==> src/rtl/xfer_pkg.sv <==
package xfer_pkg;
   typedef enum logic [2:0] {
      K_JDIR = 3'd0,
      K_JREG = 3'd1,
      K_BEQ  = 3'd2,
      K_BNE  = 3'd3,
      K_BLT  = 3'd4,
      K_BGE  = 3'd5,
      K_BLTU = 3'd6,
      K_BGEU = 3'd7
   } xfer_kind_e;

   function automatic logic is_jump(input xfer_kind_e k);
      return (k == K_JDIR) || (k == K_JREG);
   endfunction
endpackage

==> src/rtl/xfer_cmp.sv <==
module xfer_cmp
   import xfer_pkg::*;
#(
   parameter int XLEN = 32
) (
   input  xfer_kind_e        kind,
   input  logic [XLEN-1:0]   a,
   input  logic [XLEN-1:0]   b,
   output logic              taken
);
   logic eq, lts, ltu;

   assign eq  = (a == b);
   assign lts = ($signed(a) < $signed(b));
   assign ltu = (a < b);

   always_comb begin
      unique case (kind)
         K_JDIR, K_JREG: taken = 1'b1;
         K_BEQ:          taken = eq;
         K_BNE:          taken = !eq;
         K_BLT:          taken = lts;
         K_BGE:          taken = !lts;
         K_BLTU:         taken = ltu;
         K_BGEU:         taken = !ltu;
         default:        taken = 1'b0;
      endcase
   end
endmodule

==> src/rtl/xfer_addr.sv <==
module xfer_addr
   import xfer_pkg::*;
#(
   parameter int XLEN  = 32,
   parameter int LEN_W = 3
) (
   input  xfer_kind_e        kind,
   input  logic [XLEN-1:0]   pc,
   input  logic [LEN_W-1:0]  len,
   input  logic [XLEN-1:0]   rs1,
   input  logic [XLEN-1:0]   imm,
   output logic [XLEN-1:0]   target,
   output logic [XLEN-1:0]   link
);
   logic [XLEN-1:0] base;
   logic [XLEN-1:0] sum;

   assign base = (kind == K_JREG) ? rs1 : pc;
   assign sum  = base + imm;

   always_comb begin
      target = sum;
      if (kind == K_JREG) target[0] = 1'b0;
   end

   assign link = pc + XLEN'(len);
endmodule

==> src/rtl/xfer_align.sv <==
module xfer_align #(
   parameter int XLEN       = 32,
   parameter int CBIT       = 2,
   parameter bit CHECK_EN   = 1'b1
) (
   input  logic [XLEN-1:0]   target,
   input  logic [XLEN-1:0]   isa_word,
   input  logic              isa_valid,
   output logic              compressed_on,
   output logic              misaligned
);
   initial begin
      assert (CBIT < XLEN) else $error("CBIT outside ISA word");
   end

   assign compressed_on = !isa_valid || isa_word[CBIT];

   generate
      if (CHECK_EN) begin : g_check
         assign misaligned = !compressed_on && (target[1:0] != 2'b00);
      end else begin : g_nocheck
         assign misaligned = 1'b0;
      end
   endgenerate
endmodule

==> src/rtl/xfer_resolve.sv <==
module xfer_resolve
   import xfer_pkg::*;
#(
   parameter int XLEN          = 32,
   parameter int LEN_W         = 3,
   parameter int CAUSE_W       = 6,
   parameter int CBIT          = 2,
   parameter int MISALIGN_CODE = 0,
   parameter bit CHECK_EN      = 1'b1
) (
   input  logic               clk,
   input  logic               rst_n,
   input  logic               op_valid,
   input  logic [2:0]         op_kind,
   input  logic [XLEN-1:0]    op_pc,
   input  logic [LEN_W-1:0]   op_len,
   input  logic [XLEN-1:0]    op_rs1,
   input  logic [XLEN-1:0]    op_rs2,
   input  logic [XLEN-1:0]    op_imm,
   input  logic [XLEN-1:0]    isa_word,
   input  logic               isa_valid,
   output logic               redir_valid,
   output logic [XLEN-1:0]    redir_target,
   output logic               link_valid,
   output logic [XLEN-1:0]    link_data,
   output logic               exc_valid,
   output logic [CAUSE_W-1:0] exc_cause,
   output logic [XLEN-1:0]    exc_epc,
   output logic [XLEN-1:0]    exc_tval
);
   localparam logic [CAUSE_W-1:0] CAUSE_MIS = CAUSE_W'(MISALIGN_CODE);

   initial begin
      assert (XLEN >= 8) else $error("XLEN too small");
      assert (LEN_W >= 3) else $error("LEN_W cannot hold a length of 4");
      assert (MISALIGN_CODE < (1 << CAUSE_W)) else $error("cause code too wide");
   end

   xfer_kind_e      kind;
   logic            taken, mis, c_on, jump;
   logic [XLEN-1:0] tgt, lnk;
   logic            n_redir, n_link, n_exc;

   assign kind = xfer_kind_e'(op_kind);
   assign jump = is_jump(kind);

   xfer_cmp #(.XLEN(XLEN)) u_cmp (
      .kind(kind), .a(op_rs1), .b(op_rs2), .taken(taken)
   );

   xfer_addr #(.XLEN(XLEN), .LEN_W(LEN_W)) u_addr (
      .kind(kind), .pc(op_pc), .len(op_len), .rs1(op_rs1), .imm(op_imm),
      .target(tgt), .link(lnk)
   );

   xfer_align #(.XLEN(XLEN), .CBIT(CBIT), .CHECK_EN(CHECK_EN)) u_align (
      .target(tgt), .isa_word(isa_word), .isa_valid(isa_valid),
      .compressed_on(c_on), .misaligned(mis)
   );

   assign n_exc   = op_valid && taken && mis;
   assign n_redir = op_valid && taken && !mis;
   assign n_link  = op_valid && jump && !mis;

   always_ff @(posedge clk) begin
      if (!rst_n) begin
         redir_valid  <= 1'b0;
         redir_target <= '0;
         link_valid   <= 1'b0;
         link_data    <= '0;
         exc_valid    <= 1'b0;
         exc_cause    <= '0;
         exc_epc      <= '0;
         exc_tval     <= '0;
      end else begin
         redir_valid  <= n_redir;
         redir_target <= n_redir ? tgt : '0;
         link_valid   <= n_link;
         link_data    <= n_link ? lnk : '0;
         exc_valid    <= n_exc;
         exc_cause    <= n_exc ? CAUSE_MIS : '0;
         exc_epc      <= n_exc ? op_pc : '0;
         exc_tval     <= n_exc ? op_pc : '0;
      end
   end

   // a trapping transfer neither redirects nor writes a return address
   p_trap_exclusive_r5: assert property (@(posedge clk) disable iff (!rst_n)
      exc_valid |-> (!redir_valid && !link_valid));

   // exception reports the faulting address in both fields
   p_exc_fields_r4: assert property (@(posedge clk) disable iff (!rst_n)
      exc_valid |-> (exc_epc == exc_tval && exc_cause == CAUSE_MIS));

   // a redirect is aligned unless compressed instructions are on
   p_redir_aligned_r6: assert property (@(posedge clk) disable iff (!rst_n)
      $rose(redir_valid) |-> ($past(c_on) || redir_target[1:0] == 2'b00));

   // register jump never redirects to an odd address
   p_jreg_even_r2: assert property (@(posedge clk) disable iff (!rst_n)
      (op_valid && kind == K_JREG) |=> (!redir_valid || !redir_target[0]));

   // an idle input cycle yields no output the next cycle
   p_idle_r10: assert property (@(posedge clk) disable iff (!rst_n)
      !op_valid |=> !(redir_valid || link_valid || exc_valid));

   // a false branch condition never traps
   p_nottaken_r8: assert property (@(posedge clk) disable iff (!rst_n)
      (op_valid && !jump && !taken) |=> !exc_valid);
endmodule

==> config.mk <==
export PLATFORM = sky130hd
export DESIGN_NAME = xfer_resolve
export DESIGN_NICKNAME = d
export VERILOG_FILES = /design/src/rtl/xfer_pkg.sv /design/src/rtl/xfer_cmp.sv /design/src/rtl/xfer_addr.sv /design/src/rtl/xfer_align.sv /design/src/rtl/xfer_resolve.sv
export SDC_FILE = /design/constraint.sdc
export NUM_CORES = 1
export LEC_CHECK = 0
export BUFFER_PORTS_ARGS = -buffer_cell sky130_fd_sc_hd__buf_2
export CAP_MARGIN = 20
export CORE_AREA = 2 2 150 152
export CTS_CLUSTER_DIAMETER = 40
export CTS_CLUSTER_SIZE = 40
export DETAILED_ROUTE_END_ITERATION = 10
export DIE_AREA = 0 0 152 154
export SYNTH_ARGS = -nofsm -noshare
export SYNTH_HDL_FRONTEND = slang
export SYNTH_SLANG_ARGS = --single-unit
==> constraint.sdc <==
create_clock -name clk -period 7.44 [get_ports clk]
set_input_delay 0.744 -clock clk [delete_from_list [all_inputs] [get_ports clk]]
set_output_delay 0.744 -clock clk [all_outputs]
set_load 0.005 [all_outputs]
==> results of run 1 <==
## metrics by stage
step | area [um2] | setup slack (ns) | power, W | util [%]
final | 8070 | 3.17 | 0.00138 | 37.2
after detailed placement | 7760 | 2.86 | 0.000923 | 35.8
after global placement | 7740 | 2.51 | 0.000920 | 35.7
after floorplan | 6440 | 3.23 | 0.000807 | -
after global routing | 8070 | 3.01 | 0.00147 | 37.2
after CTS | 8060 | 3.23 | 0.00141 | 37.2
## area by class of cell
cell class	count	area, um2
Inverter	53	199
Multi-Input combinational cell	530	3840
Tap cell	280	350
Antenna cell	4	10.0
Clock inverter	6	55.1
Sequential cell	99	1980
Timing Repair Buffer	273	1400
Clock buffer	10	239
Fill cell	2243	13600
## where the power goes
group          total (W)  internal, W  switching [W]  leakage, nW
clock network   0.000472     0.000244       0.000228        0.140
registers       0.000552     0.000547     0.00000505        0.802
logic           0.000360     0.000162       0.000198         3.17
## cell families after synthesis
| logic type | share of synthesized area, % |
|---|---|
| AOI/OAI and AO/OA | 13.9 |
| xor gates and xnor gates | 6.96 |
| adders and majority gates | 13.5 |
| buffers and inverters | 9.73 |
| DFF | 30.9 |
| muxes | 6.12 |
| other | 0.0584 |
| and+or+nand+nor | 18.8 |
## cell usage in the layout, fill, tap and decap left out, types with 20 or more instances in the layout
cell type / synthesis / routed
o21ai_0: 21 / 21
dfxtp_1: 99 / 99
and2_1: 37 / 37
nand2_1: 40 / 40
xor2_1: 33 / 33
mux2_2: 30 / 30
buf_2: 2 / 269
ha_1: 66 / 66
nor2_1: 76 / 76
a21o_1: 20 / 20
a21oi_1: 39 / 39
inv_1: 53 / 53
## worst max-delay path: stages
cell,delay (ns)
buf_2,0.16
nor3b_4,0.45
buf_16,0.22
mux2_2,0.36
ha_1,0.35
o211ai_1,0.13
o21bai_1,0.38
o211ai_1,0.23
a21o_1,0.26
a2111oi_2,0.45
nor2_2,0.12
mux2_4,0.33
a2111oi_4,0.31
## worst paths after layout
kind / from / end / slack, ns / cells past startpoint
setup / recovery: op_kind[0] / redir_target[29] / 3.17 / 13
hold / removal: op_pc[1] / exc_tval[1] / 0.63 / 2
## cells in the mapped netlist, types with 5 or more instances
cell type and count:
a211oi_1 5, a21o_1 20, a21oi_1 39, and2_1 37
buf_4 41, clkbuf_1 10, dfxtp_1 99, ha_1 66
inv_1 53, mux2_2 30, nand2_1 40, nand3_1 16
nand4_1 16, nor2_1 76, nor2b_1 6, nor3_1 14
o211ai_1 7, o21ai_0 21, or3_1 7, xnor2_1 18
xor2_1 33
## state kept, by name, summed over array words and instances, names as in the netlist
signal / flops
exc_tval: 32
exc_valid: 1
link_data: 32
link_valid: 1
redir_target: 32
redir_valid: 1
## routing by layer
layer | up-vias | wire length [um] | global-route usage, %
met4 | 0 | 494 | 6.45
met5 | - | 0 | 0
met3 | 27 | 1190 | 3.66
met1 | 2620 | 9360 | 22.6
met2 | 191 | 9230 | 27.3
li1 | 2968 | - | -
==> reports/results.tsv, run 1 <==
metric	value	unit
top cell type's share of synthesized area	30.9	%
CTS root buf	clkbuf_16	
setup violators final	0	
Boundary Pins	307	
share of layout cells above drive strength 1	34.8	%
unrepaired setup endpoints after global routing	false	
max-slew violation count	0	
unique cell type count in the Yosys netlist	68	
Main synth FF type	dfxtp_1	
Routed WL	20300	um
CTS clock-pin slew for the worst setup and hold paths	0.08	ns
post-cts sizing count	0	
initial antenna violation count	4	
Final Cycle Share	57.4	%
CTS tree	yes	
Fin Setup TNS	0	ns
Yosys top cell by area	dfxtp_1	
row count	54	
CP Max Fanout	18	
largest cells by area after synthesis	dfxtp_1, ha_1, mux2_2, buf_4, xor2_1	
drc violations	0	
crit path kind	in -> reg	
Starting Density	29.6	%
Synth async-reset ratio	0	%
Seq/Total Area, Yosys	30.9	%
number of global-route vias before repair	5683	
maxcap violations	0	
Chip Height	154	um
fmax	234	MHz
Final HPWL DP	16900	um
Post-synth EDFFs	0	
slew at the pin closest to its max-slew limit	0.814	ns
Synth Register Bits	99	
CP Data Required Time	7.69	ns
P_leak	4.11	nW
Post-Syn Area	6420	um2
WHS	0.634	ns
die area	23400	um2
GP Congestion	0.876	
Layout Nets	1204	
H-tree depth	3	
Post-CTS Repair Setup Buffers	0	
Total GRT Usage	17.1	%
largest net degree at the start of global routing	34	
syn_area_per_cell	8.74	um2
Fin. Hold Viols	0	
DR WL/cell	16.2	um
clk buf depth	2	
Vias/cell	4.63	
fin cells	1255	
via count	5806	
Hold Crit Class	in -> reg	
PortBufs	269	
area delta synth->final	25.7	%
drt first pass iters	4	
Warnings, synthesis	0	
Worst VDD drop	72.6	uV
CP endpoint kind	flop	
DR iter-0 viols	199	
placed cells	1235	
CP Launch Type	input pin	
PwrDens	172	nW/um2
total gr overflow	0	
fin crit period	4.27	ns
TritonCTS Sinks	99	
antenna-violating nets left	0	
core area	21700	um2
crit path DAT	4.52	ns
die width	152	um
status	completed	
Num CTS Buffers	9	
Worst slew margin	45.2	%
first-pass GRT wire length	31100	um
post-synthesis cell count	734	
Post-CTS Hold Buffers	0	
Power figures use the tool's default switching activity.
==> run 2, diff against run 1 <==
==> constraint.sdc (replaced) <==
create_clock -name clk -period 3.89 [get_ports clk]
set_input_delay 0.389 -clock clk [delete_from_list [all_inputs] [get_ports clk]]
set_output_delay 0.389 -clock clk [all_outputs]
set_load 0.005 [all_outputs]
==> run 2 against run 1 <==
  * Cell area is 1.3% higher
  * Hold slack worse by 0.35 ns
  * Clock power is 93% higher
  * Total power grew 93%
  * Critical path type unchanged
  * Critical path depth stayed put
  * First-iteration DRC count increased by 7.5%
  * Non-clock buffer count rose by 14
==> reports/results.tsv, run 2 (same netlist as run 1, synthesis figures left out) <==
metric	value	unit	change
Worst Hold Path EP	exc_tval[1]		
CTS clock-pin slew for the worst setup and hold paths	0.07	ns	about the same
global-route track usage on met2	27.1	%	-0.21 points
P_leak	4.19	nW	+1.8%
total of fill cells in the finished design	2245		+0.089%
PortBufs	269		unchanged
Worst VDD drop	157	uV	+120%
Routed WL	20400	um	+0.69%
TritonCTS Sinks	99		unchanged
area delta synth->final	27.3	%	
Final Cycle Share	89.7	%	
commonest cells after routing, fill and taps aside	buf_2, dfxtp_1, nor2_1, ha_1, inv_1		
first-pass GRT wire length	31000	um	-0.27%
Layout Nets	1218		+1.2%
CP Data Required Time	4.13	ns	-3.56 ns
drc violations	0		unchanged
max-slew violation count	0		unchanged
Hold Crit Class	in -> reg		
Hold Path Stages	2		unchanged
CTS tree	yes		
clk buf depth	2		unchanged
die area	23400	um2	unchanged
fmax	286	MHz	
Boundary Pins	307		unchanged
Starting Density	29.6	%	unchanged
row count	54		unchanged
Post-CTS Repair Setup Buffers	0		unchanged
initial antenna violation count	3		-1
die width	152	um	unchanged
PwrDens	328	nW/um2	+91%
Post-CTS Hold Buffers	0		unchanged
H-tree depth	3		unchanged
met1 GRT Util	22.9	%	+0.30 points
via count	5858		+0.90%
unrepaired setup endpoints after global routing	false		
CP Max Fanout	24		+6
Chip Height	154	um	unchanged
biggest regs	exc_tval x32, link_data x32, redir_target x32		
most common cell after layout, fill and taps aside	buf_2		
CP Launch Type	input pin		
Fin. Hold Viols	0		unchanged
drt first pass iters	4		unchanged
maxcap violations	0		unchanged
share of layout cells above drive strength 1	35.7	%	+0.93 points
CP endpoint kind	flop		
Final HPWL DP	17000	um	+0.65%
slew at the pin closest to its max-slew limit	0.819	ns	+0.00412 ns
Util after Layout	37.7	%	+0.48 points
post-cts sizing count	0		unchanged
Hold Startpoint	op_pc[1]		
number of global-route vias before repair	5686		+0.053%
Worst slew margin	44.9	%	-0.28 points
CTS root buf	clkbuf_16		
grt met3 use	3.27	%	-0.39 points
DR iter-0 viols	214		+7.5%
global route hottest layer	met2		
Vias/cell	4.62		about the same
DR WL/cell	16.1	um	-0.26%
Total GRT Usage	16.9	%	-0.14 points
Fin Setup TNS	0	ns	unchanged
crit path kind	in -> reg		
largest net degree at the start of global routing	34		unchanged
core area	21700	um2	unchanged
multi-input logic area	3840	um2	unchanged
Num CTS Buffers	9		unchanged
crit path DAT	3.73	ns	-0.79 ns
Power Total	0.00268	W	+93%
fin crit period	3.49	ns	
total gr overflow	0		unchanged
antenna-violating nets left	0		unchanged
setup violators final	0		unchanged
status	completed		
sequential cell area	1980	um2	unchanged
GP Congestion	0.867		-0.96%
run 2: cell types whose count changed in the layout (fill, tap and decap cells not counted):
cell,previous run,this run
buf_12,0,2
buf_16,1,0
buf_4,3,16
clkinv_4,0,1
clkinvlp_4,2,1
diode_2,4,2
inv_6,2,3
inv_8,2,1
run 2: through the flow:
stage | setup slack, ns | std cells | hold WS, ns | area [um2]
finish | 0.400 | 1267 | 0.289 | 8170
detailed placement | 0.0431 | 1249 | 0.642 | 7880
global placement | 0.0855 | 1249 | 0.632 | 7880
global route | 0.191 | 1267 | 0.280 | 8170
floorplan | 0.0330 | 739 | 0.511 | 6440
CTS | 0.399 | 1265 | 0.277 | 8170
run 2: where the power goes:
group	switching [W]	internal, W	total, W
combinational	0.000385	0.000325	0.000710
clock	0.000445	0.000465	0.000910
sequential	0.00000999	0.00105	0.00106
run 2: layer usage:
metal,wire [um],vias up
met5,0,-
met2,9140,168
met3,1030,26
li1,-,2993
met1,9780,2671
met4,460,0
run 2: worst max path at each step:
| stage | from | endpoint | slack, ns | cells past startpoint |
|---|---|---|---|---|
| 6_report | op_kind[2] | redir_target[24] | 0.40 | 13 |
| 5_1_grt | op_kind[2] | redir_target[24] | 0.19 | 13 |
| 4_1_cts | op_kind[2] | redir_target[24] | 0.40 | 13 |
| 3_5_place_dp | op_kind[2] | redir_target[24] | 0.04 | 13 |
| 3_3_place_gp | op_kind[2] | redir_target[24] | 0.09 | 13 |
| 2_1_floorplan | op_kind[1] | redir_target[29] | 0.03 | 13 |
run 2: layout make-up:
type / count / share of cell area (%)
multi-input combinational: 530 / 47.0
inverter: 53 / 2.43
antenna: 2 / 0.0612
clock inverter: 6 / 0.658
sequential: 99 / 24.2
clock buffer: 10 / 2.92
tap: 280 / 4.29
timing repair buffer: 287 / 18.4
run 2: critical path, cell delays in order:
cell       delay (ns)
buf_2            0.14
nor3b_4          0.24
buf_12           0.21
mux2_2           0.35
ha_1             0.32
a21o_1           0.20
or3_1            0.32
a2111oi_2        0.43
o31a_2           0.27
o2111ai_1        0.24
nand2_1          0.23
nor3_1           0.07
o31a_1           0.30
